<file path="src/rtl/load_use_stall_pkg.sv">
package load_use_stall_pkg;

  // Result of the register comparison, produced by the datapath.
  typedef struct packed {
    logic loadUse;    // a load in execute feeds a source that is needed now
    logic branchUse;  // the consumer is a branch resolved in decode
  } hazardHitT;

  // Strobes from the control to the output stage.
  typedef struct packed {
    logic freezeFront;   // hold PC and IF/ID
    logic insertBubble;  // zero the ID/EX control bundle
  } stallStrobeT;

endpackage

</file>
<file path="src/rtl/load_use_stall_dp.sv">
module load_use_stall_dp
  import load_use_stall_pkg::*;
#(
  parameter int REG_ADDR_W = 5,
  parameter int NUM_SRC    = 2,
  // Bit i set: source i is store data and is exempt for stores.
  parameter logic [NUM_SRC-1:0] STORE_EXEMPT = 2'b10
) (
  input  logic                             exIsLoad,
  input  logic [REG_ADDR_W-1:0]            exDestReg,
  input  logic [NUM_SRC-1:0][REG_ADDR_W-1:0] idSrc,
  input  logic                             idIsStore,
  input  logic                             idIsBranch,
  output hazardHitT                        hit
);

  localparam logic [REG_ADDR_W-1:0] ZERO_REG = '0;

  logic destWritable;
  logic [NUM_SRC-1:0] srcMatch;

  // Register zero is hardwired, so a load into it produces nothing to wait for.
  assign destWritable = exIsLoad && (exDestReg != ZERO_REG);

  for (genvar s = 0; s < NUM_SRC; s++) begin : g_src
    if (STORE_EXEMPT[s]) begin : g_exempt
      // Store data is consumed in MEM and can be forwarded there.
      assign srcMatch[s] = (idSrc[s] == exDestReg) && !idIsStore;
    end else begin : g_plain
      assign srcMatch[s] = (idSrc[s] == exDestReg);
    end
  end

  always_comb begin
    hit.loadUse   = destWritable && (|srcMatch);
    hit.branchUse = idIsBranch;
  end

endmodule

</file>
<file path="src/rtl/load_use_stall_ctrl.sv">
module load_use_stall_ctrl
  import load_use_stall_pkg::*;
#(
  parameter int BRANCH_STALL_CYCLES = 2
) (
  input  logic        clk,
  input  logic        rst,
  input  hazardHitT   hit,
  output stallStrobeT strobe
);

  localparam int EXTRA_CYCLES = (BRANCH_STALL_CYCLES > 1) ? BRANCH_STALL_CYCLES - 1 : 0;
  localparam int CNT_W        = (EXTRA_CYCLES > 1) ? $clog2(EXTRA_CYCLES + 1) : 1;

  logic holdActive;

  if (EXTRA_CYCLES > 0) begin : g_extend
    logic [CNT_W-1:0] holdCnt;

    always_ff @(posedge clk) begin
      if (rst) begin
        holdCnt <= '0;
      end else if (holdCnt != '0) begin
        holdCnt <= holdCnt - 1'b1;
      end else if (hit.loadUse && hit.branchUse) begin
        holdCnt <= CNT_W'(EXTRA_CYCLES);
      end
    end

    assign holdActive = (holdCnt != '0);
  end else begin : g_single
    assign holdActive = 1'b0;
  end

  always_comb begin
    strobe.freezeFront  = hit.loadUse || holdActive;
    strobe.insertBubble = hit.loadUse || holdActive;
  end

endmodule

</file>
<file path="src/rtl/load_use_stall.sv">
module load_use_stall
  import load_use_stall_pkg::*;
#(
  parameter int REG_ADDR_W          = 5,
  parameter int BRANCH_STALL_CYCLES = 2
) (
  input  logic                  clk,
  input  logic                  rst,
  input  logic                  exIsLoad,
  input  logic [REG_ADDR_W-1:0] exDestReg,
  input  logic [REG_ADDR_W-1:0] idSrcA,
  input  logic [REG_ADDR_W-1:0] idSrcB,
  input  logic                  idIsStore,
  input  logic                  idIsBranch,
  output logic                  pcWriteEn,
  output logic                  ifIdWriteEn,
  output logic                  ctrlPassSel
);

  localparam int NUM_SRC = 2;

  logic [NUM_SRC-1:0][REG_ADDR_W-1:0] srcBus;
  hazardHitT   hit;
  stallStrobeT strobe;

  assign srcBus[0] = idSrcA;
  assign srcBus[1] = idSrcB;

  load_use_stall_dp #(
    .REG_ADDR_W   (REG_ADDR_W),
    .NUM_SRC      (NUM_SRC),
    .STORE_EXEMPT (2'b10)
  ) dp_i (
    .exIsLoad   (exIsLoad),
    .exDestReg  (exDestReg),
    .idSrc      (srcBus),
    .idIsStore  (idIsStore),
    .idIsBranch (idIsBranch),
    .hit        (hit)
  );

  load_use_stall_ctrl #(
    .BRANCH_STALL_CYCLES (BRANCH_STALL_CYCLES)
  ) ctrl_i (
    .clk    (clk),
    .rst    (rst),
    .hit    (hit),
    .strobe (strobe)
  );

  assign pcWriteEn   = !strobe.freezeFront;
  assign ifIdWriteEn = !strobe.freezeFront;
  assign ctrlPassSel = !strobe.insertBubble;

endmodule

</file>
<file path="config.mk">
export PLATFORM = sky130hd
export DESIGN_NAME = load_use_stall
export DESIGN_NICKNAME = d
export VERILOG_FILES = /design/src/rtl/load_use_stall_pkg.sv /design/src/rtl/load_use_stall_dp.sv /design/src/rtl/load_use_stall_ctrl.sv /design/src/rtl/load_use_stall.sv
export SDC_FILE = /design/constraint.sdc
export NUM_CORES = 1
export LEC_CHECK = 0
export BUFFER_PORTS_ARGS = -buffer_cell sky130_fd_sc_hd__buf_2
export CORE_AREA = 2 2 39 41
export CTS_CLUSTER_DIAMETER = 150
export DETAILED_ROUTE_END_ITERATION = 10
export DIE_AREA = 0 0 41 43
export SLEW_MARGIN = 5
export SYNTH_ARGS = -nofsm -noshare
export SYNTH_HDL_FRONTEND = slang
export SYNTH_SLANG_ARGS = --single-unit
export TNS_END_PERCENT = 30
</file>
<file path="constraint.sdc">
create_clock -name clk -period 0.82 [get_ports clk]
set_input_delay 0 -clock clk [delete_from_list [all_inputs] [get_ports clk]]
set_output_delay 0 -clock clk [all_outputs]
set_load 0.01 [all_outputs]
</file>
==> After elaboration in Yosys (flattened, before gate mapping) <==
Index checks and enable logic that the tools add are counted.
{ "word_totals": {"ff_bits": 1, "out_inout_bits": 3, "wordCells": 15} }
{ "classes": {"addsub": 1, "n_eq_ne": 2, "muxes": 2, "reduce_logical": 9} }
{ "op_table": {"columns": ["cell", "count"], "rows": [
  ["== test 5 bit", 2],
  ["nonzero test 5 bit", 1],
  ["logical AND 1 bit", 4],
  ["logical NOT 1 bit", 2],
  ["two-way mux 1 bit", 2],
  ["OR reduction 2 bit", 1],
  ["logical OR 1 bit", 1],
  ["subtractor 1 bit (second input constant)", 1]
]} }

==> Logic depth before layout (Yosys ltp) <==
Gate-level depths: netlist (run 1).
{ "depth": {"ltp_word": 7, "mapped_depth": 5, "depth_no_buf": 4} }

==> Hierarchy <==
Synthesis (run 1) repeated with hierarchy kept, for this count alone.
{ "hier_totals": {"cells_unflattened": 25, "hier_area_um2": 196.4} }
{ "modules_own_cells": {"columns": ["mod", "n_inst", "cells_per_inst", "area_per_inst_um2", "seq_area_each_um2"], "rows": [
  ["load_use_stall_dp", 1, 18, 135.1, 0.0],
  ["load_use_stall_ctrl", 1, 4, 46.3, 20.0],
  ["load_use_stall", 1, 3, 15.0, 0.0]
]} }

==> Least setup slack after synthesis (run 1) <==
Ideal clock, no wire load.
{ "synth_timing": {"path_kind": "input -> output", "start": "input port exDestReg[0]", "end": "output port ifIdWriteEn", "t_arrival_ns": 0.878, "path_slack_ns": -0.058, "cell_stages": 5, "path_cell_list": "xnor2_1 -> nand4_1 -> o32ai_2 -> a31oi_1 -> buf_4"} }
{ "synth_between": {"elab_chain_len": 6, "word_cells_on_any_way": 9, "classes_between": "2 x eq/ne; 7 x reduce/logical"} }
{ "synth_lines": {"columns": ["element", "line_no", "rtl"], "rows": [
  ["from (decl)", "load_use_stall.sv:10", "input logic [REG_ADDR_W-1:0] exDestReg,"],
  ["== test 5 bit", "load_use_stall_dp.sv:28", "assign srcMatch[s] = (idSrc[s] == exDestReg) && !idIsStore;"],
  ["logical AND 1 bit", "load_use_stall_dp.sv:28", null],
  ["OR reduction 2 bit", "load_use_stall_dp.sv:35", "hit.loadUse = destWritable && (|srcMatch);"],
  ["logical AND 1 bit *", "load_use_stall_dp.sv:35", null],
  ["logical OR 1 bit *", null, null],
  ["logical NOT 1 bit *", null, null],
  ["to (decl)", "load_use_stall.sv:16", "output logic ifIdWriteEn,"]
]} }
Every way passes the cells marked *; elsewhere a longest branch is shown, timed or not.

==> Worst setup path in the final report (run 1) <==
{ "layout_timing": {"start": "input port exDestReg[0]", "end": "output port ifIdWriteEn"} }
{ "layout_between": {"elab_chain_len": 6, "word_cells_on_any_way": 9, "classes_between": "2 x eq/ne; 7 x reduce/logical"} }
{ "layout_lines": {"columns": ["element", "line_no", "rtl"], "rows": [
  ["== test 5 bit", "load_use_stall_dp.sv:28", null],
  ["logical AND 1 bit", "load_use_stall_dp.sv:28", null],
  ["OR reduction 2 bit", "load_use_stall_dp.sv:35", null],
  ["logical AND 1 bit *", "load_use_stall_dp.sv:35", null],
  ["logical OR 1 bit *", "load_use_stall_ctrl.sv:36", "strobe.freezeFront = hit.loadUse || holdActive;"],
  ["logical NOT 1 bit *", "load_use_stall.sv:52", "assign ifIdWriteEn = !strobe.freezeFront;"]
]} }
Marked as above.

==> metrics.md, run 1 <==
| Metric | Value |
|---|---|
| PD cells | 573.2 nW/µm² |
| Synth Instances | 23 |
| Clk pwr share | 0% |
| Crit path launch | exDestReg[0] |
| Startpoint Class | input pin |
| Levels on crit path | 6 |
| Die H | 43 µm |
| Post-synthesis sequential area ratio | 10.60% |
| Power consumption | 0.2374 mW |
| Final WL | 539 µm |
| Die Width | 41 µm |
| Delay-heaviest family, CP | compound AO/OA/AOI/OAI gates |
| Worst EP arrival | 0.97 ns |
| Post-route setup TNS | -0.6017 ns |
| Unrepaired setup endpoints after global routing | true |
| Largest net degree at the start of global routing | 4 |
| Global Route Usage Sum | 6.400% |
| GP Congestion | 0.7115 |
| Setup ws final | -0.1530 ns |
| Detail-routed via count per cell | 4.159 |
| Initial Util | 13.65% |
| Comb pwr share | 78.8% |
| Area of the mapped netlist | 188.9 µm² |
| Net Switching | 0.06529 mW |
| Layout cells sized above 1 | 68.09% |
| WP buf/inv | 2 |
| Largest fanout on the critical path | 3 |
| CP Data Required Time | 0.82 ns |
| Post-CTS Setup Inserts | 0 |
| Die area | 1763 µm² |
| Max stage delay cell, worst path | o32ai_2 |
| Fin util | 29.93% |
| Status | complete, but fails checks |
| Drt first pass iters | 1 |
| Share of the synthesized area in the top cell type | 41.72% |
| Area contributors post-synth | xnor2_1, dfxtp_1, o32ai_2, buf_4, and4_1 |
| Worst-Margin Slew | 0.2684 ns |
| Most frequent CP cell | buf_2 |
| Synthesized flop and latch total | 1 |
| Syn_area_per_cell | 8.214 µm² |
| # IOs | 23 |
| Row cnt | 14 |
| YS warnings | 0 |
| Sequential share of power | 21.2% |
| Initial antenna violation count | 0 |
| Max-Cap Viols | 0 |
| Routed length per instance | 8.556 µm |
| Inserted Diodes | 0 |
| Crit path largest cell delay | 0.32 ns |
| Core Region | 1384 µm² |
| Worst-path clk slew | 0 ns |
| Leak Pwr | 0.1845 nW |
| Port Buf Inserts | 22 |
| Iter 0 DRT Violations | 0 |
| Min-Delay Path Depth | 2 |
| Failing checks | setup timing |
| CP cell instances | buf_2 -> xnor2_2 -> nand4_1 -> o32ai_2 -> a31oi_2 -> buf_2 |
| Top reg by flops | ctrl_i.g_extend.holdCnt |
| Clock latency on the worst-skew pair | 0 ns |
| P_int | 0.1721 mW |
| Hold Fails Final Rpt | 0 |
| Syn nets | 43 |
| Max transition margin | 82.11% |
| Crit Path Category | in2out |
| Vias | 262 |
| Antenna Nets Post-Route | 0 |
| DR DRC count | 0 |
| Leading area contributor after synthesis | xnor2_1 |
| P&R area growth vs syn | 119.2% |
| CP Capture Type | output port |
| Grt ovf | 0 |
| First-pass GRT wire length | 814 µm |
| Yosys cell types | 13 |
| Max reg flops | 1 |
| Worst hold start | exIsLoad |
| Pins Over Slew Limit | 0 |
| Final min period | 0.9730 ns |
| Number of global-route vias before repair | 240 |
| Final #Nets | 69 |
| Fmax | 1028 MHz |
| Worst IR Drop VDD | 0.0001833 V |
| Final setup viols | 4 |
| Hold crit path type | in2reg |
| Switching fraction of total power | 27.50% |
| Register-to-Register Path Depth | 2 |
| Fin crit share | 118.7% |
| Largest registers | ctrl_i.g_extend.holdCnt: 1 flops |
| Cts hold-fix bufs | 0 |
| R2R Path Start | ctrl_i.g_extend.holdCnt$_SDFF_PP0_ |
| Final Skew | 0 ns |
kinds of logic after synthesis:
| group | share of synthesized area (%) |
|---|---|
| flops | 10.60 |
| compound gates | 11.92 |
| xor+xnor | 46.36 |
| simple gates | 23.18 |
| buf+inv | 7.945 |
cell usage after synthesis:
master   number
xnor2_1       9
buf_4         2
dfxtp_1       1
nor3_1        1
o32ai_2       1
nand2_1       2
nand4_1       1
xor2_1        1
nor3b_1       1
nand3_1       1
and4_1        1
nor2_1        1
a31oi_1       1
worst reg2reg max path, cell delays in order, from the launching register on:
cell and delay, ns:
dfxtp_1 0.29, nor3b_1 0.19, and4_1 0.20
placed cells by master (no fill, tap or decap), types with 2 or more instances in the layout:
master   Yosys  routed
xnor2_2      0       4
xnor2_1      9       5
nand2_1      2       2
buf_2        0      15
buf_4        2       4
buf_6        0       7
power by group through the flow:
stage | logic [mW] | registers (mW) | clock network, mW
after floorplan | 0.0694 | 0.0503 | 0
after global placement | 0.148 | 0.0503 | 0
after detailed placement | 0.150 | 0.0503 | 0
after CTS | 0.185 | 0.0503 | 0
after global routing | 0.204 | 0.0504 | 0
final | 0.187 | 0.0503 | 0
worst paths after layout:
check / end / slack, ns
hold reg to reg: ctrl_i.g_extend.holdCnt$_SDFF_PP0_ / 0.61
hold / removal: ctrl_i.g_extend.holdCnt$_SDFF_PP0_ / 0.28
setup / recovery: ifIdWriteEn / -0.15
setup reg to reg: ctrl_i.g_extend.holdCnt$_SDFF_PP0_ / 0.08
per-stage QoR:
stage	setup slack [ns]	area [µm²]	hold WS, ns	std cells
CTS	-0.2166	406.6	0.3088	63
global placement	-0.1735	340.3	0.2848	63
global route	-0.2720	414.1	0.3127	63
finish	-0.1530	414.1	0.2845	63
detailed placement	-0.2316	340.3	0.2881	63
floorplan	-0.04250	195.2	0.1037	23
metal layers:
layer	up-vias	track usage [%]	routed length [µm]	share of wire (%)
li1	127	-	-	-
met1	119	5.714	156	29
met2	16	14.37	308	57
met3	0	0	75	14
met4	0	0	0	0
met5	-	0	0	0
cell type report:
type | count | area, µm²
repair buffers | 26 | 183.9
fillers | 154 | 969.7
multi-input cells | 20 | 190.2
flip-flops and latches | 1 | 20.02
well taps | 16 | 20.02
timing repair:
item	4_1_cts	5_1_grt
resized for setup	10	1
pin swaps	8	4
setup endpoints to repair	4	4
(Power assumes the default switching activity.)
==> run 2: changes to the inputs <==
--- a/config.mk
+++ b/config.mk
@@ -10,6 +10,7 @@
 export CTS_CLUSTER_DIAMETER = 150
 export DETAILED_ROUTE_END_ITERATION = 10
 export DIE_AREA = 0 0 41 43
+export REMOVE_ABC_BUFFERS = 1
 export SLEW_MARGIN = 5
 export SYNTH_ARGS = -nofsm -noshare
 export SYNTH_HDL_FRONTEND = slang
==> run 2 against run 1 <==
Net effect: the run still ends with setup timing left; power barely moved; sequential share of layout area about the same; final area down 0.30%; via count down 7.6%; global-route usage up 0.91 points; die area unchanged; critical endpoint is now pcWriteEn; largest power group unchanged.
==> metrics.md, run 2 (synthesis results as in run 1) <==
| Metric | Value |
|---|---|
| Worst IR Drop VDD | 0.0001972 V |
| Non-Filler Instances | 62 |
| Power consumption | 0.2375 mW |
| Max reg flops | 1 |
| Top reg by flops | ctrl_i.g_extend.holdCnt |
| Worst-Margin Slew | 0.2582 ns |
| Fin crit share | 118.4% |
| Grt ovf | 0 |
| Final setup viols | 4 |
| Initial Util | 13.65% |
| Pins Over Slew Limit | 0 |
| Worst-path clk slew | 0 ns |
| Setup ws final | -0.1511 ns |
| Inserted Diodes | 0 |
| First-pass GRT wire length | 931 µm |
| Sequential share of power | 21.2% |
| Largest registers | ctrl_i.g_extend.holdCnt: 1 flops |
| P&R area growth vs syn | 118.5% |
| Failing checks | setup timing |
| Fmax | 1030 MHz |
| # IOs | 23 |
| Commonest non-fill, non-tap cell in the layout | buf_2 |
| Final #Nets | 68 |
| PD cells | 575.1 nW/µm² |
| Hold Fails Final Rpt | 0 |
| Largest net degree at the start of global routing | 4 |
| Iter 0 DRT Violations | 0 |
| Comb pwr share | 78.8% |
| Row cnt | 14 |
| Unrepaired setup endpoints after global routing | true |
| Global Route Usage Sum | 7.315% |
| Hold crit path type | in2reg |
| DR DRC count | 0 |
| Drt first pass iters | 1 |
| Vias | 242 |
| CP Data Required Time | 0.82 ns |
| Crit Path Category | in2out |
| Post-CTS Setup Inserts | 0 |
| Initial antenna violation count | 0 |
| Final hold slack | 0.2816 ns |
| Final Skew | 0 ns |
| Die H | 43 µm |
| P_int | 0.1722 mW |
| Clock latency on the worst-skew pair | 0 ns |
| Antenna Nets Post-Route | 0 |
| CP Capture Type | output port |
| Max-Cap Viols | 0 |
| Placed insts | 62 |
| Largest fanout on the critical path | 3 |
| Max transition margin | 82.79% |
| Port Buf Inserts | 22 |
| Clk pwr share | 0% |
| Final min period | 0.9711 ns |
| Startpoint Class | input pin |
| Switching fraction of total power | 27.47% |
| GP Congestion | 0.6039 |
| Commonest non-fill, non-tap cells in the layout | buf_2, buf_6, xnor2_1 |
| Status | complete, but fails checks |
| Detail-routed via count per cell | 3.903 |
| Net Switching | 0.06522 mW |
| Core Region | 1384 µm² |
| Die area | 1763 µm² |
| Number of global-route vias before repair | 252 |
| Leak Pwr | 0.1825 nW |
| Layout cells sized above 1 | 67.39% |
| Worst EP arrival | 0.97 ns |
| Routed length per instance | 8.968 µm |
| Final WL | 556 µm |
| Die Width | 41 µm |
==> run 2: final timing paths <==
check | endpoint | slack, ns | cells after the start | start
setup / recovery | pcWriteEn | -0.15 | 6 | idSrcB[4]
setup reg to reg | ctrl_i.g_extend.holdCnt$_SDFF_PP0_ | 0.08 | 2 | ctrl_i.g_extend.holdCnt$_SDFF_PP0_
hold / removal | ctrl_i.g_extend.holdCnt$_SDFF_PP0_ | 0.28 | 2 | exIsLoad
hold reg to reg | ctrl_i.g_extend.holdCnt$_SDFF_PP0_ | 0.61 | 2 | ctrl_i.g_extend.holdCnt$_SDFF_PP0_
==> run 2: critical path, stage by stage <==
cell	delay (ns)
buf_6	0.10
xnor2_2	0.14
nand4_1	0.12
o32ai_2	0.32
a31oi_2	0.14
buf_2	0.15
==> run 2: repair_timing <==
item / CTS / global route
hold buffers: 0 / 0
gates resized for setup: 12 / 3
setup endpoints to repair: 4 / 4
pin swaps: 8 / 5
==> run 2: power by group through the flow <==
stage	registers, mW	clock network (mW)	logic (mW)
floorplan	0.0502	0	0.0636
global placement	0.0502	0	0.143
detailed placement	0.0502	0	0.144
CTS	0.0502	0	0.184
global route	0.0503	0	0.204
finish	0.0503	0	0.187
==> run 2: layout make-up <==
class	instances	area, µm²
timing repair buffer	25	182.7
tap	16	20.02
sequential	1	20.02
fill	143	970.9
multi-input combinational	20	190.2
==> run 2: metrics by stage <==
| step | instance area, µm² | setup slack [ns] | util, % | TNS [ns] |
|---|---|---|---|---|
| 3_3_place_gp | 326.6 | -0.1630 | 23.60 | -0.6214 |
| 2_1_floorplan | 173.9 | -0.02336 | - | -0.07007 |
| 5_1_grt | 412.9 | -0.2336 | 29.84 | -0.8893 |
| 3_5_place_dp | 326.6 | -0.1743 | 23.60 | -0.6511 |
| 6_report | 412.9 | -0.1511 | 29.84 | -0.5857 |
| 4_1_cts | 400.4 | -0.1507 | 28.93 | -0.5467 |
==> run 2: layer usage <==
metal / share of wire, % / routed length (µm) / up-vias / track usage (%)
li1: - / - / 126 / -
met1: 30 / 167 / 103 / 7.987
met2: 62 / 343 / 13 / 15.00
met3: 8.1 / 45 / 0 / 0
met4: 0 / 0 / 0 / 0
met5: 0 / 0 / - / 0
==> run 3: changes to the inputs <==
--- a/config.mk
+++ b/config.mk
@@ -14,5 +14,6 @@
 export SLEW_MARGIN = 5
 export SYNTH_ARGS = -nofsm -noshare
 export SYNTH_HDL_FRONTEND = slang
+export SYNTH_HIERARCHICAL = 1
 export SYNTH_SLANG_ARGS = --single-unit
 export TNS_END_PERCENT = 30
==> run 3 against run 2 <==
Net effect: the run still ends with setup timing left; via count grew 2.9%; final cell count grew 3.2%; utilization grew 1.6 points; register-to-register slack gained 0.11 ns; worst hold slack gained 0.026 ns; sequential share of layout area shrank 0.25 points; routed wire length grew 0.18%; die area is the same; area after synthesis grew 4.0%; critical path depth grew 1; clock skew is the same; global-route usage shrank 1.7 points; largest cell class unchanged.
==> metrics.md, run 3 <==
| Metric | Value |
|---|---|
| Worst IR Drop VDD | 0.0002031 V |
| Die Width | 41 µm |
| FF-to-FF End | ctrl_i/g_extend.holdCnt$_SDFF_PP0_ |
| Port Buf Inserts | 22 |
| Async SR Flop Fraction | 0% |
| Fmax | 831.1 MHz |
| Crit path launch | exDestReg[3] |
| First-pass GRT wire length | 745 µm |
| Post-synth EDFFs | 0 |
| Worst EP arrival | 1.20 ns |
| Inserted Diodes | 0 |
| Pre-CTS WS | -0.4549 ns |
| Max-Cap Viols | 0 |
| Final setup viols | 4 |
| GP Congestion | 0.6762 |
| Max reg flops | 1 |
| CP Data Required Time | 0.82 ns |
| Drt first pass iters | 2 |
| Largest fanout on the critical path | 3 |
| Post-synthesis sequential area ratio | 10.19% |
| Final min period | 1.203 ns |
| Pins Over Slew Limit | 0 |
| Area of the mapped netlist | 196.4 µm² |
| Worst-Margin Slew | 0.1557 ns |
| Vias | 249 |
| Top reg by flops | ctrl_i/g_extend.holdCnt |
| # IOs | 23 |
| YS warnings | 6 |
| Top_reg_cell synth | dfxtp_1 |
| Initial antenna violation count | 0 |
| Switching fraction of total power | 27.67% |
| Share of the synthesized area in the top cell type | 26.75% |
| Final WL | 557 µm |
| Startpoint Class | input pin |
| Worst setup path end | ctrlPassSel |
| Top-count cell post-synth | xnor2_1 |
| Antenna Nets Post-Route | 0 |
| Hold Fails Final Rpt | 0 |
| P&R area growth vs syn | 121.7% |
| Register-to-Register Path Depth | 1 |
| Number of global-route vias before repair | 200 |
| Comb pwr share | 78.8% |
| Largest net degree at the start of global routing | 4 |
| Leak Pwr | 0.1994 nW |
| Global Route Usage Sum | 5.600% |
| Initial Util | 14.20% |
| P_int | 0.1712 mW |
| Commonest cells in the netlist | xnor2_1, xor2_1, buf_4, inv_1 |
| Failing checks | setup timing |
| DR DRC count | 0 |
| Yosys cell types | 14 |
| Cts hold-fix bufs | 0 |
| Final Skew | 0 ns |
| Final #Nets | 70 |
| Commonest non-fill, non-tap cell in the layout | buf_2 |
| Layout cells sized above 1 | 77.08% |
| CP Capture Type | output port |
| Unrepaired setup endpoints after global routing | true |
| Leading area contributor after synthesis | xnor2_1 |
| Max transition margin | 89.58% |
| Area contributors post-synth | xnor2_1, xor2_1, buf_4, dfxtp_1, and4bb_2 |
| Net Switching | 0.06550 mW |
| Synthesized flop and latch total | 1 |
| Row cnt | 14 |
| R2R Path Start | ctrl_i/g_extend.holdCnt$_SDFF_PP0_ |
| Placed insts | 64 |
| Routed length per instance | 8.703 µm |
| PD cells | 543.7 nW/µm² |
| Syn_area_per_cell | 7.858 µm² |
| Largest registers | ctrl_i/g_extend.holdCnt: 1 flops |
| Hold crit path type | in2reg |
| Sequential share of power | 21.2% |
| Worst-path clk slew | 0 ns |
| Crit Path Category | in2out |
| Detail-routed via count per cell | 3.891 |
| Die H | 43 µm |
| Grt ovf | 0 |
| Status | complete, but fails checks |
| Non-Filler Instances | 64 |
| Synth Instances | 25 |
| Setup ws final | -0.3832 ns |
| Fin crit share | 146.7% |
| R2R setup slack | 0.19 ns |
| Clock latency on the worst-skew pair | 0 ns |
| Iter 0 DRT Violations | 1 |
| Commonest non-fill, non-tap cells in the layout | buf_2, buf_6, xor2_1, xnor2_2, buf_4 |
| Clk pwr share | 0% |
| Die area | 1763 µm² |
| Core Region | 1384 µm² |
[run 3: cell families after synthesis]
family | Yosys count | synth area share, %
AOI/OAI and AO/OA | 2 | 5.091
and+or+nand+nor | 7 | 24.84
xor gates and xnor gates | 10 | 44.58
buffers and inverters | 5 | 15.29
DFF | 1 | 10.19
[run 3: critical path, stage by stage]
cell and delay, ns:
buf_6 0.10, or4_4 0.52, o21ai_2 0.13, a21oi_2 0.04, or2_1 0.23, inv_1 0.05, buf_2 0.12
[run 3: worst min path at each step]
stage | endpoint | startpoint | slack [ns] | cells past startpoint
after detailed placement | ctrl_i/g_extend.holdCnt$_SDFF_PP0_ | idIsBranch | 0.31 | 2
after global placement | ctrl_i/g_extend.holdCnt$_SDFF_PP0_ | idIsBranch | 0.31 | 2
after CTS | ctrl_i/g_extend.holdCnt$_SDFF_PP0_ | idIsBranch | 0.31 | 2
final | ctrl_i/g_extend.holdCnt$_SDFF_PP0_ | idIsBranch | 0.31 | 2
after global routing | ctrl_i/g_extend.holdCnt$_SDFF_PP0_ | idIsBranch | 0.33 | 2
after floorplan | ctrl_i/g_extend.holdCnt$_SDFF_PP0_ | idIsBranch | 0.22 | 1
[run 3: routing by layer]
layer / share of wire [%] / up-vias / global-route usage (%) / wire [µm]
li1: - / 129 / - / -
met1: 37 / 103 / 8.571 / 206
met2: 47 / 17 / 9.063 / 263
met3: 15 / 0 / 0 / 86
met4: 0 / 0 / 0 / 0
met5: 0 / - / 0 / 0
[run 3: metrics by stage]
step	hold slack [ns]	area [µm²]	TNS, ns	utilization (%)	power (mW)
floorplan	0.2228	173.9	-0.8403	-	0.1019
CTS	0.3116	350.3	-1.657	25.32	0.1925
finish	0.3071	435.4	-1.492	31.46	0.2367
global route	0.3257	435.4	-1.863	31.46	0.2540
detailed placement	0.3111	334.1	-1.743	24.14	0.1834
global placement	0.3103	334.1	-1.705	24.14	0.1813
[run 3: repair_timing]
item / CTS / global route
pin swaps: 3 / 11
buffers inserted: 0 / 0
endpoints found under the setup margin: 4 / 4
resized for setup: 4 / 17
[run 3: cell type report]
| type | count | area (µm²) |
|---|---|---|
| multi-input combinational | 19 | 197.7 |
| tap | 16 | 20.02 |
| inverter | 2 | 7.507 |
| fill | 150 | 948.4 |
| sequential | 1 | 20.02 |
| timing repair buffer | 26 | 190.2 |
[run 3: power groups by stage]
stage	clock network (mW)	logic [mW]	registers, mW
after CTS	0	0.142	0.0502
after global routing	0	0.204	0.0503
after floorplan	0	0.0517	0.0501
final	0	0.187	0.0502
after global placement	0	0.131	0.0502
after detailed placement	0	0.133	0.0502
